<file path="src/rtl/tri_avg_pkg.sv">
// Shared constants for the cascaded averaging filter.
// Assumes the range codes are one-hot. Any code other than the two narrow
// ones leaves the exponent unconstrained.
package tri_avg_pkg;
    localparam logic [2:0] RNG_WIDE    = 3'b100;
    localparam logic [2:0] RNG_HALF    = 3'b010;
    localparam logic [2:0] RNG_QUARTER = 3'b001;
    localparam int         HALF_MIN_M    = 2;
    localparam int         QUARTER_MIN_M = 4;

    // Minimum tap exponent demanded by a range code
    function automatic int range_floor(input logic [2:0] code);
        case (code)
            RNG_HALF:    return HALF_MIN_M;
            RNG_QUARTER: return QUARTER_MIN_M;
            default:     return 0;
        endcase
    endfunction
endpackage

</file>
<file path="src/rtl/tri_avg_resolve.sv">
// Resolves the effective tap exponent from the request and the range code.
// It holds the exponent in a register and raises flush for one cycle
// whenever the resolved value differs from the held one.
// Assumes M_W >= 3 so that the range floors fit.
module tri_avg_resolve
    import tri_avg_pkg::*;
#(
    parameter int M_W = 3
) (
    input  logic           clk,
    input  logic           rst_n,
    input  logic [M_W-1:0] taps_req,
    input  logic [2:0]     range_sel,
    output logic [M_W-1:0] m_cur,
    output logic           flush
);
    logic [M_W-1:0] floor_m;
    logic [M_W-1:0] want_m;

    // Pick the larger of the request and the range floor
    always_comb begin
        floor_m = M_W'(range_floor(range_sel));
        want_m  = (taps_req > floor_m) ? taps_req : floor_m;
        flush   = (want_m != m_cur);
    end

    // Hold the exponent the stages are currently using
    always_ff @(posedge clk) begin
        if (!rst_n) m_cur <= '0;
        else        m_cur <= want_m;
    end
endmodule

</file>
<file path="src/rtl/tri_avg_stage.sv">
// One boxcar averaging stage: a running sum over the last 2^m inputs, kept
// in a circular buffer sized for the largest m. The result is the sum shifted
// right arithmetically by m, clamped to DATA_W bits, and registered.
// Assumes m is constant between flushes. Flush empties the stage.
module tri_avg_stage #(
    parameter int DATA_W = 14,
    parameter int M_W    = 3
) (
    input  logic                     clk,
    input  logic                     rst_n,
    input  logic                     flush,
    input  logic [M_W-1:0]           m,
    input  logic                     in_vld,
    input  logic signed [DATA_W-1:0] in_data,
    output logic                     out_vld,
    output logic signed [DATA_W-1:0] out_data
);
    localparam int MAX_LOG = (1 << M_W) - 1;
    localparam int DEPTH   = 1 << MAX_LOG;
    localparam int PTR_W   = MAX_LOG;
    localparam int CNT_W   = MAX_LOG + 1;
    localparam int SUM_W   = DATA_W + MAX_LOG;
    localparam int HI_I    = (1 << (DATA_W - 1)) - 1;
    localparam int LO_I    = -(1 << (DATA_W - 1));
    localparam logic signed [SUM_W-1:0] HI_S = SUM_W'(HI_I);
    localparam logic signed [SUM_W-1:0] LO_S = SUM_W'(LO_I);

    logic signed [DATA_W-1:0] ring [DEPTH];
    logic [PTR_W-1:0]         ptr;
    logic [CNT_W-1:0]         fill;
    logic signed [SUM_W-1:0]  sum;

    logic [CNT_W-1:0]         n_taps;
    logic                     full;
    logic [CNT_W-1:0]         fill_nxt;
    logic                     will_full;
    logic                     ptr_last;
    logic signed [DATA_W-1:0] oldest;
    logic signed [SUM_W-1:0]  sum_nxt;
    logic signed [SUM_W-1:0]  avg_full;
    logic signed [DATA_W-1:0] avg_sat;

    // Next sum, window status and the clamped average
    always_comb begin
        n_taps    = CNT_W'(1) << m;
        full      = (fill == n_taps);
        fill_nxt  = full ? fill : fill + CNT_W'(1);
        will_full = (fill_nxt == n_taps);
        ptr_last  = (ptr == PTR_W'(n_taps - CNT_W'(1)));
        oldest    = full ? ring[ptr] : '0;
        sum_nxt   = sum + SUM_W'(in_data) - SUM_W'(oldest);
        avg_full  = sum_nxt >>> m;
        if (avg_full > HI_S)      avg_sat = DATA_W'(HI_I);
        else if (avg_full < LO_S) avg_sat = DATA_W'(LO_I);
        else                      avg_sat = avg_full[DATA_W-1:0];
    end

    // Store the accepted sample; the buffer needs no reset because fill gates reads
    always_ff @(posedge clk) begin
        if (!flush && in_vld) ring[ptr] <= in_data;
    end

    // Advance the sum, pointer, fill count and registered output
    always_ff @(posedge clk) begin
        if (!rst_n) begin
            sum      <= '0;
            fill     <= '0;
            ptr      <= '0;
            out_vld  <= 1'b0;
            out_data <= '0;
        end else if (flush) begin
            sum     <= '0;
            fill    <= '0;
            ptr     <= '0;
            out_vld <= 1'b0;
        end else if (in_vld) begin
            sum     <= sum_nxt;
            fill    <= fill_nxt;
            ptr     <= ptr_last ? '0 : ptr + PTR_W'(1);
            out_vld <= will_full;
            if (will_full) out_data <= avg_sat;
        end else begin
            out_vld <= 1'b0;
        end
    end
endmodule

</file>
<file path="src/rtl/tri_avg_filter.sv">
// Top of the cascaded Bartlett averaging filter. It resolves the tap
// exponent, then runs two identical boxcar stages in series that share the
// exponent and the flush. Latency is two clocks from an accepted sample.
// Assumes samples are signed DATA_W-bit values.
module tri_avg_filter #(
    parameter int DATA_W = 14,
    parameter int M_W    = 3
) (
    input  logic                     clk,
    input  logic                     rst_n,
    input  logic                     smp_vld,
    input  logic signed [DATA_W-1:0] smp_data,
    input  logic [M_W-1:0]           taps_log2,
    input  logic [2:0]               range_sel,
    output logic                     out_vld,
    output logic signed [DATA_W-1:0] out_data
);
    localparam int N_STAGES = 2;

    logic [M_W-1:0]           m_cur;
    logic                     flush;
    logic                     vld_chain [N_STAGES+1];
    logic signed [DATA_W-1:0] dat_chain [N_STAGES+1];

    tri_avg_resolve #(.M_W(M_W)) u_resolve (
        .clk       (clk),
        .rst_n     (rst_n),
        .taps_req  (taps_log2),
        .range_sel (range_sel),
        .m_cur     (m_cur),
        .flush     (flush)
    );

    // Feed the chain from the input port
    always_comb begin
        vld_chain[0] = smp_vld;
        dat_chain[0] = smp_data;
    end

    for (genvar g = 0; g < N_STAGES; g++) begin : g_stage
        tri_avg_stage #(.DATA_W(DATA_W), .M_W(M_W)) u_stage (
            .clk      (clk),
            .rst_n    (rst_n),
            .flush    (flush),
            .m        (m_cur),
            .in_vld   (vld_chain[g]),
            .in_data  (dat_chain[g]),
            .out_vld  (vld_chain[g+1]),
            .out_data (dat_chain[g+1])
        );
    end

    // Drive the ports from the last stage
    always_comb begin
        out_vld  = vld_chain[N_STAGES];
        out_data = dat_chain[N_STAGES];
    end
endmodule

</file>
<file path="config.mk">
export PLATFORM = sky130hd
export DESIGN_NAME = tri_avg_filter
export DESIGN_NICKNAME = d
export VERILOG_FILES = /design/src/rtl/tri_avg_pkg.sv /design/src/rtl/tri_avg_resolve.sv /design/src/rtl/tri_avg_stage.sv /design/src/rtl/tri_avg_filter.sv
export SDC_FILE = /design/constraint.sdc
export NUM_CORES = 2
export LEC_CHECK = 0
export BUFFER_PORTS_ARGS = -buffer_cell sky130_fd_sc_hd__buf_4
export CAP_MARGIN = 20
export CORE_MARGIN = 8
export CORE_UTILIZATION = 30
export CTS_CLUSTER_DIAMETER = 60
export DETAILED_ROUTE_END_ITERATION = 10
export HOLD_SLACK_MARGIN = 0.08
export PLACE_DENSITY = 0.45
export SLEW_MARGIN = 30
export SYNTH_ARGS = -nofsm -noshare
export SYNTH_HDL_FRONTEND = slang
export SYNTH_SLANG_ARGS = --single-unit
</file>
<file path="constraint.sdc">
create_clock -name clk -period 7.45 [get_ports clk]
set_input_delay 1.49 -clock clk [delete_from_list [all_inputs] [get_ports clk]]
set_output_delay 1.49 -clock clk [all_outputs]
set_load 0.1 [all_outputs]
</file>
==> summary.md <==
| Metric | Value |
|---|---|
| Status | finished clean |
| Gp weighted congestion | 0.799 |
| Average size of a mapped cell | 21.8 um2 |
| Total negative slack | 0 ns |
| Core box area | 490,000 um2 |
| DRT Wirelength | 407 mm |
| Nets@finish | 7,520 |
| Top cell by count, worst path | mux4_2 |
| Pre-antenna DRT Iters | 5 |
| Final Critical Period | 7.23 ns |
| Worst Hold Class | reg2reg |
| Placed cells | 13,464 |
| Sequence of cells on the critical path | buf_12 -> buf_4 -> mux4_2 -> mux4_2 -> mux4_2 -> mux2i_1 -> nor2_1 -> fa_1 -> inv_1 -> ha_1 -> a211oi_1 -> o21ai_1 -> a32oi_1 -> o221a_2 -> nor3_1 -> nor4_1 -> nand2_1 -> a21o_1 -> o311ai_4 -> buf_4 -> o211ai_1 |
| Max cap viols | 0 |
| Post-synth ARST share | 0% |
| Actual slew at the worst max-slew pin | 0.996 ns |
| Wirelength per Cell | 28.6 um |
| Final HPWL DP | 252 mm |
| Clock Latency Late Sink | 0.99 ns |
| Total grt overflow | 0 |
| Vert. Die Dim | 717 um |
| Final hold viol count | 0 |
| Top cell type's share of synthesized area | 72.9% |
| Sequential area share after synthesis | 74.6% |
| DR DRC count | 0 |
| Total power divided by cell area | 258 nW/um2 |
| Worst setup margin | 0.218 ns |
| TritonCTS clock tree | built |
| Count leader, synth | edfxtp_1 |
| Synthesized instance count | 6,775 |
| Slowest-stage cell, CP | mux4_2 |
| CP max FO | 17 |
| Clock tree buffer depth | 4 |
| YS warnings | 0 |
| DR vias | 71,139 |
| All-layer global routing usage | 15.5% |
| Max-slew violation count | 0 |
| Vias in the first global route | 73,333 |
| Netlist Area Pre-Place | 148,000 um2 |
| Initial antenna violation count | 21 |
| Finished Layout Cells | 14,221 |
| RSZ-0062 raised after global routing | false |
| Area occupied by multi-input gates | 35,400 um2 |
| Final ANT Viol Nets | 0 |
| Share of cells above drive strength 1 | 31.5% |
| CTS H-tree lvls | 5 |
| Clock root buffer | clkbuf_16 |
| Port bufs | 37 |
| Yosys reg bits | 3,703 |
| Storage element area | 110,000 um2 |
| Final period util | 97.1% |
| CTS Buf Count | 400 |
| Worst slew margin | 33.5% |
| Distinct cells, synth | 89 |
| Fmax | 138 MHz |
| Die footprint | 515,000 um2 |
| Pre-CTS setup slack | 0.113 ns |
| Initial DRC count | 6,116 |
| Filler instances | 45,090 |
| WP data required | 8.30 ns |
| Synth-to-Final Area Change | 17.0% |
| Vias/cell | 5.00 |
| Most area-hungry cell type in the Yosys netlist | edfxtp_1 |
| Crit-path max cell delay | 0.61 ns |
| Largest net degree at the start of global routing | 98 |
| Worst path arrival time | 8.08 ns |
| Hold wc startpoint | g_stage[0].u_stage.sum[18]$_SDFFE_PP0P_ |
| Clock skew | 0.0769 ns |
| Crit path launch type | flip-flop |
| Syn Nets | 6,890 |
| First-pass GRT wire length | 578 mm |
| Die X | 717 um |
| IO Count | 38 |
| Clk slew on worst S/H paths | 0.06 ns |
| Post-synth EDFFs | 3,584 |
| Ranking of synthesized cells by area | edfxtp_1 73%, mux4_2 18%, dfxtp_1 1.6% |
| Synth Flop Type | edfxtp_1 |
| Top cells by count, synth | 3,584 x edfxtp_1, 1,181 x mux4_2, 418 x nor2_1, 249 x clkbuf_1, 156 x inv_1 |
| Pleak | 56.0 nW |
| FP Rows | 257 |
| WS Path Type | reg2reg |
| CP Capture Type | flip-flop |
| # setup viols final | 0 |
| Maximum vdd drop | 184 uV |
| Starting Density | 30.1% |
| Sink Count | 3,703 |
[worst max-delay path: cells and delay by family, from the launching register on]
family / cells / cell delay, ns
muxes: 4 / 2.05
adders and majority gates: 2 / 0.82
and+or+nand+nor: 4 / 0.87
buffers and inverters: 4 / 0.89
DFF: 1 / 0.54
AOI/OAI and AO/OA: 7 / 1.85
[placed cells by master (no fill, tap or decap), types with 25 or more instances in the layout]
| master | count |
|---|---|
| nand2_1 | 139 |
| dfxtp_1 | 90 |
| a211oi_1 | 36 |
| mux4_2 | 1181 |
| nor3_1 | 25 |
| nor2_1 | 418 |
| clkbuf_16 | 405 |
| buf_12 | 73 |
| xor2_1 | 50 |
| ha_1 | 52 |
| clkinv_2 | 57 |
| bufinv_16 | 33 |
| edfxtp_1 | 3584 |
| nand3_1 | 42 |
| a21oi_1 | 84 |
| clkbuf_1 | 81 |
| clkinv_1 | 99 |
| xnor2_1 | 38 |
| buf_4 | 526 |
| inv_1 | 156 |
| fa_1 | 40 |
| o21ai_0 | 41 |
| mux2i_1 | 95 |
[metrics by stage]
step	cell area [um2]	power, mW	hold WS [ns]	utilization, %
3_3_place_gp	160000	25.5	0.468	32.6
6_report	173000	44.5	0.474	35.2
5_1_grt	173000	45.9	0.517	35.2
4_1_cts	172000	45.0	0.477	35.2
3_5_place_dp	160000	25.5	0.467	32.6
2_1_floorplan	148000	24.6	0.435	-
[flip-flops by register name, indices dropped and copies added (netlist names), named ones only]
signal / flops
g_stage.u_stage.ring: 3584
g_stage.u_stage.sum: 42
g_stage.u_stage.out_data: 28
g_stage.u_stage.fill: 16
g_stage.u_stage.ptr: 14
u_resolve.m_cur: 3
g_stage.u_stage.out_vld: 2
[logic make-up after synthesis]
kind of cell,after synthesis,synth area share (%)
mux,1292,18.8
fa+ha+maj,92,0.984
buf+inv,544,1.49
flops,3703,74.6
xor+xnor,88,0.522
simple gates,757,2.26
compound gates,299,1.40
[repair_timing]
action / in CTS / in global routing
hold buffers: 0 / 0
gates resized for setup: 0 / 8
endpoints found under the setup margin: 0 / 25
buffers inserted: 0 / 8
[layout make-up]
cell class / count / share of cell area, %
sequential: 3703 / 63.8
multi-input combinational: 2528 / 20.5
clock buffer: 488 / 6.07
tap: 6475 / 4.69
timing repair buffer: 614 / 3.26
clock inverter: 245 / 1.32
inverter: 158 / 0.344
antenna: 10 / 0.0145
[worst paths after layout]
kind,slack [ns],end,depth (start not counted)
max,0.22,g_stage[1].u_stage.out_data[1]$_SDFFE_PN0P_,21
max reg2reg,0.22,g_stage[1].u_stage.out_data[1]$_SDFFE_PN0P_,21
min,0.47,g_stage[0].u_stage.sum[18]$_SDFFE_PP0P_,2
min reg2reg,0.47,g_stage[0].u_stage.sum[18]$_SDFFE_PP0P_,2
[power breakdown]
part	switching [mW]	total (mW)	internal, mW
registers	0.0690	22.9	22.8
logic	1.43	2.21	0.776
clock network	8.26	19.4	11.1
total	9.76	44.5	34.8
[layer usage]
layer	GRT usage (%)	up-vias	part of all wire (%)
met3	2.08	494	4.3
met1	22.1	39343	45
met2	25.4	1641	48
met5	0	-	0.0098
li1	-	29655	-
met4	3.47	6	2.3
(Power assumes the default switching activity.)
